===== src/rtl/tstamp_pkg.sv =====
package tstamp_pkg;
  localparam int NUM_CH    = 2;
  localparam int NUM_EVT   = 3;
  localparam int EVT_PULSE = 2;

  typedef enum logic [2:0] {
    REG_STATUS = 3'd0,
    REG_EVENT  = 3'd1,
    REG_MASK   = 3'd2,
    REG_CH0_LO = 3'd3,
    REG_CH0_HI = 3'd4,
    REG_CH1_LO = 3'd5,
    REG_CH1_HI = 3'd6
  } reg_sel_e;

  function automatic logic [2:0] lo_sel(input int ch);
    return 3'(3 + 2 * ch);
  endfunction

  function automatic logic [2:0] hi_sel(input int ch);
    return 3'(4 + 2 * ch);
  endfunction
endpackage


===== src/rtl/tstamp_rst_sync.sv =====
module tstamp_rst_sync (
  input  logic clk,
  input  logic arst_n,
  output logic rst_n_o
);
  logic [1:0] chain_q;

  always_ff @(posedge clk or negedge arst_n) begin
    if (!arst_n) chain_q <= 2'b00;
    else         chain_q <= {chain_q[0], 1'b1};
  end

  assign rst_n_o = chain_q[1];
endmodule


===== src/rtl/tstamp_edge_sync.sv =====
module tstamp_edge_sync #(
  parameter int STAGES = 2
) (
  input  logic clk,
  input  logic rst_n,
  input  logic async_in,
  output logic rise
);
  logic [STAGES:0] sh_q, sh_d;

  always_comb sh_d = {sh_q[STAGES-1:0], async_in};

  always_ff @(posedge clk or negedge rst_n) begin
    if (!rst_n) sh_q <= '0;
    else        sh_q <= sh_d;
  end

  // rising edge between the last synchronized stage and the history stage
  assign rise = sh_q[STAGES-1] & ~sh_q[STAGES];
endmodule


===== src/rtl/tstamp_fifo.sv =====
module tstamp_fifo #(
  parameter int W       = 64,
  parameter int DEPTH   = 4,
  parameter int FIFO_EN = 1
) (
  input  logic                                          clk,
  input  logic                                          rst_n,
  input  logic                                          push,
  input  logic                                          pop,
  input  logic [W-1:0]                                  din,
  output logic [W-1:0]                                  head,
  output logic [$clog2(((FIFO_EN != 0) ? DEPTH : 1) + 1)-1:0] fill
);
  localparam int EFF = (FIFO_EN != 0) ? DEPTH : 1;
  localparam int CW  = $clog2(EFF + 1);

  logic [CW-1:0] fill_q, fill_d;
  logic          do_push, do_pop;

  // a full queue refuses the push even when a pop happens in the same cycle
  always_comb begin
    do_push = push && (fill_q != CW'(EFF));
    do_pop  = pop  && (fill_q != '0);
    fill_d  = fill_q;
    case ({do_push, do_pop})
      2'b10:   fill_d = fill_q + 1'b1;
      2'b01:   fill_d = fill_q - 1'b1;
      default: fill_d = fill_q;
    endcase
  end

  always_ff @(posedge clk or negedge rst_n) begin
    if (!rst_n) fill_q <= '0;
    else        fill_q <= fill_d;
  end

  assign fill = fill_q;

  generate
    if (EFF == 1) begin : gen_single
      logic [W-1:0] hold_q;

      always_ff @(posedge clk) begin
        if (do_push) hold_q <= din;
      end

      assign head = hold_q;
    end else begin : gen_ring
      localparam int PW = $clog2(EFF);

      logic [W-1:0]  mem [EFF];
      logic [PW-1:0] wp_q, wp_d, rp_q, rp_d;

      function automatic logic [PW-1:0] bump(input logic [PW-1:0] p);
        if (p == PW'(EFF - 1)) return '0;
        return p + 1'b1;
      endfunction

      always_comb begin
        wp_d = do_push ? bump(wp_q) : wp_q;
        rp_d = do_pop  ? bump(rp_q) : rp_q;
      end

      always_ff @(posedge clk or negedge rst_n) begin
        if (!rst_n) begin
          wp_q <= '0;
          rp_q <= '0;
        end else begin
          wp_q <= wp_d;
          rp_q <= rp_d;
        end
      end

      always_ff @(posedge clk) begin
        if (do_push) mem[wp_q] <= din;
      end

      assign head = mem[rp_q];
    end
  endgenerate
endmodule


===== src/rtl/tstamp_event_regs.sv =====
module tstamp_event_regs #(
  parameter int N = 3
) (
  input  logic         clk,
  input  logic         rst_n,
  input  logic [N-1:0] set,
  input  logic [N-1:0] clr,
  input  logic         mask_we,
  input  logic [N-1:0] mask_din,
  output logic [N-1:0] evt,
  output logic [N-1:0] mask,
  output logic         irq
);
  logic [N-1:0] evt_q, evt_d, mask_q, mask_d;

  // a new event in the same cycle as its clear survives
  always_comb begin
    evt_d  = (evt_q & ~clr) | set;
    mask_d = mask_we ? mask_din : mask_q;
  end

  always_ff @(posedge clk or negedge rst_n) begin
    if (!rst_n) begin
      evt_q  <= '0;
      mask_q <= '0;
    end else begin
      evt_q  <= evt_d;
      mask_q <= mask_d;
    end
  end

  assign evt  = evt_q;
  assign mask = mask_q;
  assign irq  = |(evt_q & mask_q);
endmodule


===== src/rtl/tstamp_capture.sv =====
module tstamp_capture
  import tstamp_pkg::*;
#(
  parameter int WORD_W      = 32,
  parameter int DEPTH       = 4,
  parameter int FIFO_EN     = 1,
  parameter int SYNC_STAGES = 2
) (
  input  logic                  clk,
  input  logic                  rst_n,
  input  logic [NUM_CH-1:0]     trig_in,
  input  logic [2*WORD_W-1:0]   time_cnt,
  input  logic                  pulse_evt,
  input  logic                  bus_wr,
  input  logic                  bus_rd,
  input  logic [2:0]            bus_addr,
  input  logic [WORD_W-1:0]     bus_wdata,
  output logic [WORD_W-1:0]     bus_rdata,
  output logic                  irq
);
  localparam int CNT_W     = 2 * WORD_W;
  localparam int EFF_DEPTH = (FIFO_EN != 0) ? DEPTH : 1;
  localparam int FILL_W    = $clog2(EFF_DEPTH + 1);

  logic                              rst_sync_n;
  logic [NUM_CH-1:0]                 trig_rise;
  logic [NUM_CH-1:0]                 ch_vld;
  logic [NUM_CH-1:0]                 rd_lo;
  logic [NUM_CH-1:0]                 rd_hi;
  logic [NUM_CH-1:0]                 snap_en;
  logic [NUM_CH-1:0][FILL_W-1:0]     fill;
  logic [NUM_CH-1:0][CNT_W-1:0]      head;
  logic [WORD_W-1:0]                 snap_q [NUM_CH];
  logic [WORD_W-1:0]                 snap_d [NUM_CH];
  logic [NUM_EVT-1:0]                evt_set, evt_clr, evt_q, mask_q;
  logic                              mask_we;

  tstamp_rst_sync u_rst (
    .clk     (clk),
    .arst_n  (rst_n),
    .rst_n_o (rst_sync_n)
  );

  genvar g;
  generate
    for (g = 0; g < NUM_CH; g++) begin : gen_ch
      tstamp_edge_sync #(.STAGES(SYNC_STAGES)) u_edge (
        .clk      (clk),
        .rst_n    (rst_sync_n),
        .async_in (trig_in[g]),
        .rise     (trig_rise[g])
      );

      tstamp_fifo #(.W(CNT_W), .DEPTH(DEPTH), .FIFO_EN(FIFO_EN)) u_fifo (
        .clk   (clk),
        .rst_n (rst_sync_n),
        .push  (trig_rise[g]),
        .pop   (rd_hi[g]),
        .din   (time_cnt),
        .head  (head[g]),
        .fill  (fill[g])
      );

      assign ch_vld[g]  = (fill[g] != '0);
      assign rd_lo[g]   = bus_rd && (bus_addr == lo_sel(g));
      assign rd_hi[g]   = bus_rd && (bus_addr == hi_sel(g));
      assign snap_en[g] = rd_lo[g] && ch_vld[g];

      // high word of the head entry, frozen by the low-word read
      always_comb snap_d[g] = snap_en[g] ? head[g][CNT_W-1:WORD_W] : snap_q[g];

      always_ff @(posedge clk or negedge rst_sync_n) begin
        if (!rst_sync_n) snap_q[g] <= '0;
        else             snap_q[g] <= snap_d[g];
      end
    end
  endgenerate

  assign evt_set = {pulse_evt, trig_rise};
  assign evt_clr = (bus_wr && (bus_addr == REG_EVENT)) ? bus_wdata[NUM_EVT-1:0] : '0;
  assign mask_we = bus_wr && (bus_addr == REG_MASK);

  tstamp_event_regs #(.N(NUM_EVT)) u_evt (
    .clk      (clk),
    .rst_n    (rst_sync_n),
    .set      (evt_set),
    .clr      (evt_clr),
    .mask_we  (mask_we),
    .mask_din (bus_wdata[NUM_EVT-1:0]),
    .evt      (evt_q),
    .mask     (mask_q),
    .irq      (irq)
  );

  always_comb begin
    bus_rdata = '0;
    case (bus_addr)
      REG_STATUS: bus_rdata[NUM_CH-1:0]  = ch_vld;
      REG_EVENT:  bus_rdata[NUM_EVT-1:0] = evt_q;
      REG_MASK:   bus_rdata[NUM_EVT-1:0] = mask_q;
      REG_CH0_LO: bus_rdata = ch_vld[0] ? head[0][WORD_W-1:0] : '0;
      REG_CH0_HI: bus_rdata = snap_q[0];
      REG_CH1_LO: bus_rdata = ch_vld[1] ? head[1][WORD_W-1:0] : '0;
      REG_CH1_HI: bus_rdata = snap_q[1];
      default:    bus_rdata = '0;
    endcase
  end
endmodule


===== config.mk =====
export PLATFORM = sky130hd
export DESIGN_NAME = tstamp_capture
export DESIGN_NICKNAME = d
export VERILOG_FILES = /design/src/rtl/tstamp_pkg.sv /design/src/rtl/tstamp_rst_sync.sv /design/src/rtl/tstamp_edge_sync.sv /design/src/rtl/tstamp_fifo.sv /design/src/rtl/tstamp_event_regs.sv /design/src/rtl/tstamp_capture.sv
export SDC_FILE = /design/constraint.sdc
export NUM_CORES = 1
export LEC_CHECK = 0
export BUFFER_PORTS_ARGS = -buffer_cell sky130_fd_sc_hd__buf_2
export CAP_MARGIN = 20
export CORE_ASPECT_RATIO = 0.7
export CORE_MARGIN = 3
export CORE_UTILIZATION = 50
export DETAILED_ROUTE_END_ITERATION = 6
export HOLD_SLACK_MARGIN = 0.1
export PLACE_DENSITY_LB_ADDON = 0.2
export REMOVE_ABC_BUFFERS = 1
export SLEW_MARGIN = 40
export SYNTH_ARGS = -nofsm -noshare
export SYNTH_HDL_FRONTEND = slang
export SYNTH_SLANG_ARGS = --single-unit

===== constraint.sdc =====
create_clock -name clk -period 3.3 [get_ports clk]
set_input_delay 0.165 -clock clk [delete_from_list [all_inputs] [get_ports clk]]
set_output_delay 0.165 -clock clk [all_outputs]
set_load 0.005 [all_outputs]

# After elaboration in Yosys (flattened, before gate mapping)
# Memories as Yosys holds them, arrays and structs flattened.
# Index checks and enable logic that the tools add are counted.
# word_totals
regBits	92
ram_bits	512
inputBits	106
output_inout_bits	33
elab_cells	89
memories	2
# memory_table
memory	depth	word_bits	rd	rd_ports_with_merged_regs	write_ports	line_no	text
gen_ch[0].u_fifo.gen_ring.mem	4	64	1	0	1	tstamp_fifo.sv:51	logic [W-1:0] mem [EFF];
gen_ch[1].u_fifo.gen_ring.mem	4	64	1	0	1	tstamp_fifo.sv:51	
# op_classes
add_sub_neg	8
n_eq_ne	16
mux	24
n_bitwise	8
n_reduce_logical	18
# op_table
op	n
one-hot mux 29 bit (4 select lines)	1
two-way mux 32 bit	2
two-way mux 2 bit	8
one-hot mux 2 bit (7 select lines)	1
== test 2 bit (second input constant)	6
logical AND 1 bit	12
one-hot mux 3 bit (2 select lines)	2
== test 3 bit (second input constant)	3
adder 2 x 1 -> 2 bit (second input constant)	4
two-way mux 1 bit	8
adder 3 x 1 -> 3 bit (second input constant)	2
AND 3 bit	2
== test 3 x 2 -> 1 bit (second input constant)	2
inequality test 3 bit (second input constant)	2
one-hot mux 1 bit (6 select lines)	1
nonzero test 3 bit	2
subtractor 3 x 1 -> 3 bit (second input constant)	2
== test 2 x 1 -> 1 bit (second input constant)	2
nonzero test 2 bit	2
== test 3 x 1 -> 1 bit (second input constant)	1
logical NOT 3 bit	1
two-way mux 3 bit	1
inverter 3 bit	1
OR 3 bit	1
3 further kinds	5

# Longest topological paths before layout
# depth
depth_word	6
ltp_mapped	9
mapped_depth_nobuf	9

# By module
# From an unflattened synthesis, not the netlist that was laid out.
# unflattened
hier_cells	1024
hier_area_um2	23212.3
# modules_own_cells
module	instances	cells_each	area_each_um2	seq_area_each_um2
tstamp_fifo	2	373	9663.0	7862.5
tstamp_capture	1	250	3423.3	1601.5
tstamp_event_regs	1	17	231.5	150.1
tstamp_edge_sync	2	4	88.8	75.1
tstamp_rst_sync	1	3	53.8	50.0

# Least setup slack after synthesis
# No wires, ideal clock.
# synth_path
path_kind	register to register
startpoint	reg gen_ch[1].u_fifo.fill_q[0]
endpoint	mem gen_ch[1].u_fifo.gen_ring.mem[0][0] (enable)
setup_ns	0.429
arrival_time_ns	2.619
required_time_ns	2.871
slack_ns	0.253
stages_incl_launch_ff	4
n_path_buf	0
synth_period_minus_slack_ns	3.047
path_cell_list	dfrtp_1 -> inv_1 -> a311oi_1 -> and2_1
# synth_via
elab_chain_cells	4
# synth_lines
item	line_no	text
start: declaration	tstamp_fifo.sv:17	logic [CW-1:0] fill_q, fill_d;
start signal: assignment	tstamp_fifo.sv:34	else fill_q <= fill_d;
inequality test 3 bit	tstamp_fifo.sv:22	do_push = push && (fill_q != CW'(EFF));
logical AND 1 bit	tstamp_fifo.sv:22	
two-way mux 1 bit	tstamp_fifo.sv:75	if (do_push) mem[wp_q] <= din;
two-way mux 1 bit (implied by the code)	tstamp_fifo.sv:75	
end: declaration	tstamp_fifo.sv:51	
# Every way passes these cells.

# Final worst setup path
# layout_path
startpoint	reg gen_ch[0].u_fifo.fill_q[1]
endpoint	out bus_rdata[29]
# layout_via
elab_chain_cells	3
# layout_lines
item	line_no	text
start: declaration	tstamp_fifo.sv:17	
start signal: assignment	tstamp_fifo.sv:34	
nonzero test 3 bit	tstamp_capture.sv:64	assign ch_vld[g] = (fill[g] != '0);
two-way mux 32 bit	tstamp_capture.sv:101	REG_CH0_LO: bus_rdata = ch_vld[0] ? head[0][WORD_W-1:0] : '0;
one-hot mux 29 bit (4 select lines)	tstamp_capture.sv:97	case (bus_addr)
end: declaration	tstamp_capture.sv:18	output logic [WORD_W-1:0] bus_rdata,
# Every way passes these cells.

==> metrics.md <==
| Metric | Value |
|---|---|
| Layout overhead on the synthesized area | `17.6%` |
| Count of standard-cell rows | `64` |
| Switching Power | `5.43 mW` |
| Unique cell type count in the Yosys netlist | `42` |
| Critical path class | `reg2out` |
| Commonest cells in the netlist | `sky130_fd_sc_hd__edfxtp_1, sky130_fd_sc_hd__mux4_2, sky130_fd_sc_hd__dfrtp_1` |
| Net switching fraction of the power | `26.0%` |
| DRT Wirelength | `48,100 um` |
| RSZ-0062 raised after global routing | `no` |
| Number of vias per cell after detailed routing | `5.79` |
| Crit path launch type | `flip-flop` |
| Final number of hold-violating endpoints | `0` |
| Resized cells post-CTS | `0` |
| Post-Route Setup TNS | `0 ns` |
| CTS tree | `yes` |
| Final worst path period need | `3.11 ns` |
| Leakage power figure | `9.38 nW` |
| Internal power | `15.4 mW` |
| Maximum buffer depth of the clock tree | `3` |
| Root buffer cell | `sky130_fd_sc_hd__clkbuf_16` |
| HPWL after DPL | `27,300 um` |
| Weighted congestion at the end of routability-driven global placement | `0.714` |
| Max Transition Viols Final | `0` |
| Status | `complete, but fails checks` |
| Post-Synthesis Cells | `1,049` |
| Total core area | `0.0445 mm2` |
| Flops & latches, synth | `604` |
| DIE AREA | `0.0485 mm2` |
| Endpoint type of the worst setup path | `output port` |
| Worst skew pair latency | `0.58 ns` |
| Inst Count DP | `1,743` |
| Max stage delay cell, worst path | `sky130_fd_sc_hd__and4b_2` |
| Sequential group share of total power | `48.9%` |
| TritonCTS Sinks | `604` |
| DRC violation count after routing | `12` |
| Power density over cell area | `774 mW/mm2` |
| Min-delay worst type | `in2reg` |
| Top post-synthesis cells by area | `sky130_fd_sc_hd__edfxtp_1, sky130_fd_sc_hd__mux4_2, sky130_fd_sc_hd__dfrtp_1, sky130_fd_sc_hd__mux2_2, sky130_fd_sc_hd__a222oi_1` |
| Vias in the first global route | `11,502` |
| Violations in the final reports | `DRC` |
| Final routed wire length divided by cell count | `25.1 um` |
| Initial core utilization | `51.5%` |
| Max VDD drop | `0.000518 V` |
| Critical Path, Cell by Cell | `or3_1 > and4b_2 > buf_4 > a222oi_1 > nand2_1 > buf_2` |
| Tightest Pin Transition | `0.794 ns` |
| Worst-path clk slew | `0.06 ns` |
| Count of placed standard cells in the final layout, fillers left out | `1,921` |
| Cell taking the most area after synthesis | `sky130_fd_sc_hd__edfxtp_1` |
| Number of antenna violations at the first check in global routing | `3` |
| Logic pwr share | `21.2%` |
| Post-route standard cell area excluding fillers | `0.0270 mm2` |
| Proportion of synthesized chip area in sequential cells | `77.1%` |
| Total of buffers placed on input and output ports | `109` |
| Highest fanout seen on the critical path | `22` |
| Die span in y | `185 um` |
| Post-synthesis instance area | `0.0229 mm2` |
| Worst setup slack after layout | `0.185 ns` |
| Antenna-violating nets left | `0` |
| Number of synthesized flops with an enable pin | `512` |
| CTS H-tree depth | `2` |
| Final critical-path share of the clock period | `94.4%` |
| Place WS | `0.679 ns` |
| Setup skew after layout | `0.0111 ns` |
| Detailed-routing iteration count for the pre-antenna-repair pass | `7` |
| Vias | `11,123` |
| Share of layout cells above drive strength 1 | `33.1%` |
| Area share of the largest cell type after synthesis | `67.0%` |
| Top_reg_cell synth | `sky130_fd_sc_hd__edfxtp_1` |
| Final-layout worst hold slack | `0.163 ns` |
| Async SR Flop Fraction | `15.2%` |
| Syn Area/Cell | `21.9 um2` |
| CP Data Arrival Time | `2.95 ns` |
| Finish-stage setup viols | `0` |
| Achievable Freq | `0.321 GHz` |
| Maximum number of pins on one net before global-route repair | `33` |
| Yosys synthesis warning count | `0` |
| Required arrival time at the worst endpoint | `3.13 ns` |
| Global-route wire length before repair | `73,400 um` |
| Slowest stage delay, CP | `0.51 ns` |
| Post-Place Cell Area | `0.0244 mm2` |
| Most frequent cell after synthesis | `sky130_fd_sc_hd__edfxtp_1` |
| Max-cap viol count | `0` |
| Total I/O pin count | `139` |
| Overall die width | `262 um` |
| Fraction of power consumed by the clock network | `29.9%` |
| Final layout net count | `1,401` |
| Inserted Clock Buffers | `54` |
| Aggregate global routing overflow | `0` |
| Worst slew margin relative to its limit | `47.0%` |
| Detailed Route Iter0 Violations | `1,057` |
| GR Util All Layers | `20.6%` |
-- final timing paths --
check                      cells after the start  slack (ns)             to                startpoint
min                                            5        0.16   u_evt.evt[0]               bus_addr[2]
max                                            6        0.19  bus_rdata[29]  gen_ch[0].u_fifo.fill[1]
min reg2reg                                    0        0.28     snap_q[56]          u_rst.chain_q[1]
max reg2reg                                    5        0.67     snap_q[51]  gen_ch[0].u_fifo.fill[1]
max in group asynchronous                      1        2.24     snap_q[10]          u_rst.chain_q[1]
min in group asynchronous                      0        0.28     snap_q[56]          u_rst.chain_q[1]
-- layer usage --
| metal | up-vias | global-route usage [%] | part of all wire [%] |
|---|---|---|---|
| li1 | 4790 | - | - |
| met1 | 5899 | 30.9 | 44 |
| met2 | 356 | 32.8 | 47 |
| met3 | 74 | 3.36 | 6.4 |
| met4 | 4 | 4.30 | 1.8 |
| met5 | - | 0 | 0.044 |
-- power by group through the flow --
stage	combinational (mW)	clock (mW)	sequential [mW]
floorplan	2.82	0	10.5
global placement	4.38	0	10.3
detailed placement	4.45	0	10.4
CTS	4.54	6.37	10.2
global route	4.81	6.70	10.3
finish	4.43	6.23	10.2
-- area by class of cell --
type	count	area [um2]
repair buffers	227	1780
flip-flops and latches	604	17700
diodes	2	5.00
well taps	594	743
multi-input cells	380	4920
fillers	3214	17500
clock inverters	30	275
clock buffers	70	1490
inverters	14	52.6
-- through the flow --
step                power [mW]  util [%]
global placement          14.7      54.9
finish                    20.9      60.6
floorplan                 13.3         -
detailed placement        14.8      54.9
CTS                       21.1      60.6
global route              21.8      60.6
-- logic make-up after synthesis --
logic type | count (synthesis) | synth area share [%]
DFF | 604 | 77.1
muxes | 201 | 16.1
and+or+nand+nor | 108 | 2.24
buffers and inverters | 65 | 1.58
AOI/OAI and AO/OA | 50 | 1.88
adders and majority gates | 14 | 0.829
xor gates and xnor gates | 6 | 0.229
other | 1 | 0.0164
-- cell usage in the layout, fill, tap and decap left out, types with 5 or more instances in the layout --
master                          instances
sky130_fd_sc_hd__a222oi_1              30
sky130_fd_sc_hd__mux4_2               128
sky130_fd_sc_hd__dfrtp_4                5
sky130_fd_sc_hd__edfxtp_1             512
sky130_fd_sc_hd__clkbuf_8               6
sky130_fd_sc_hd__o21ai_0                6
sky130_fd_sc_hd__dfrtp_1               87
sky130_fd_sc_hd__buf_2                109
sky130_fd_sc_hd__and2_4                 8
sky130_fd_sc_hd__mux2_1                12
sky130_fd_sc_hd__buf_12                13
sky130_fd_sc_hd__clkbuf_1               9
sky130_fd_sc_hd__buf_4                 29
sky130_fd_sc_hd__nor2_1                 8
sky130_fd_sc_hd__inv_1                 14
sky130_fd_sc_hd__clkbuf_16             55
sky130_fd_sc_hd__dlygate4sd3_1         76
sky130_fd_sc_hd__clkinv_2              11
sky130_fd_sc_hd__nand2_1               71
sky130_fd_sc_hd__clkinv_1              10
sky130_fd_sc_hd__ha_1                  12
sky130_fd_sc_hd__mux2_2                60
sky130_fd_sc_hd__bufinv_16              5
-- state kept, by name, indices dropped and copies added, names as in the netlist, 3 cells and up --
register                     count
gen_ch.u_fifo.gen_ring.rp_q      4
gen_ch.u_fifo.gen_ring.wp_q      4
u_evt.mask                       3
snap_q                          64
gen_ch.u_edge.sh_q               6
u_evt.evt                        3
gen_ch.u_fifo.gen_ring.mem     512
gen_ch.u_fifo.fill               6
-- critical path, delay by kind of cell (launching register included) --
family / cells / cell delay [ns]
and+or+nand+nor: 3 / 1.15
DFF: 1 / 0.40
buffers and inverters: 2 / 0.52
AOI/OAI and AO/OA: 1 / 0.29
-- repair_timing --
action / 4_1_cts / 5_1_grt
endpoints found under the hold margin: 522 / 0
hold buffers: 76 / 0
buffers inserted: 0 / 0
Note: power is estimated with default switching activity, not from simulation.
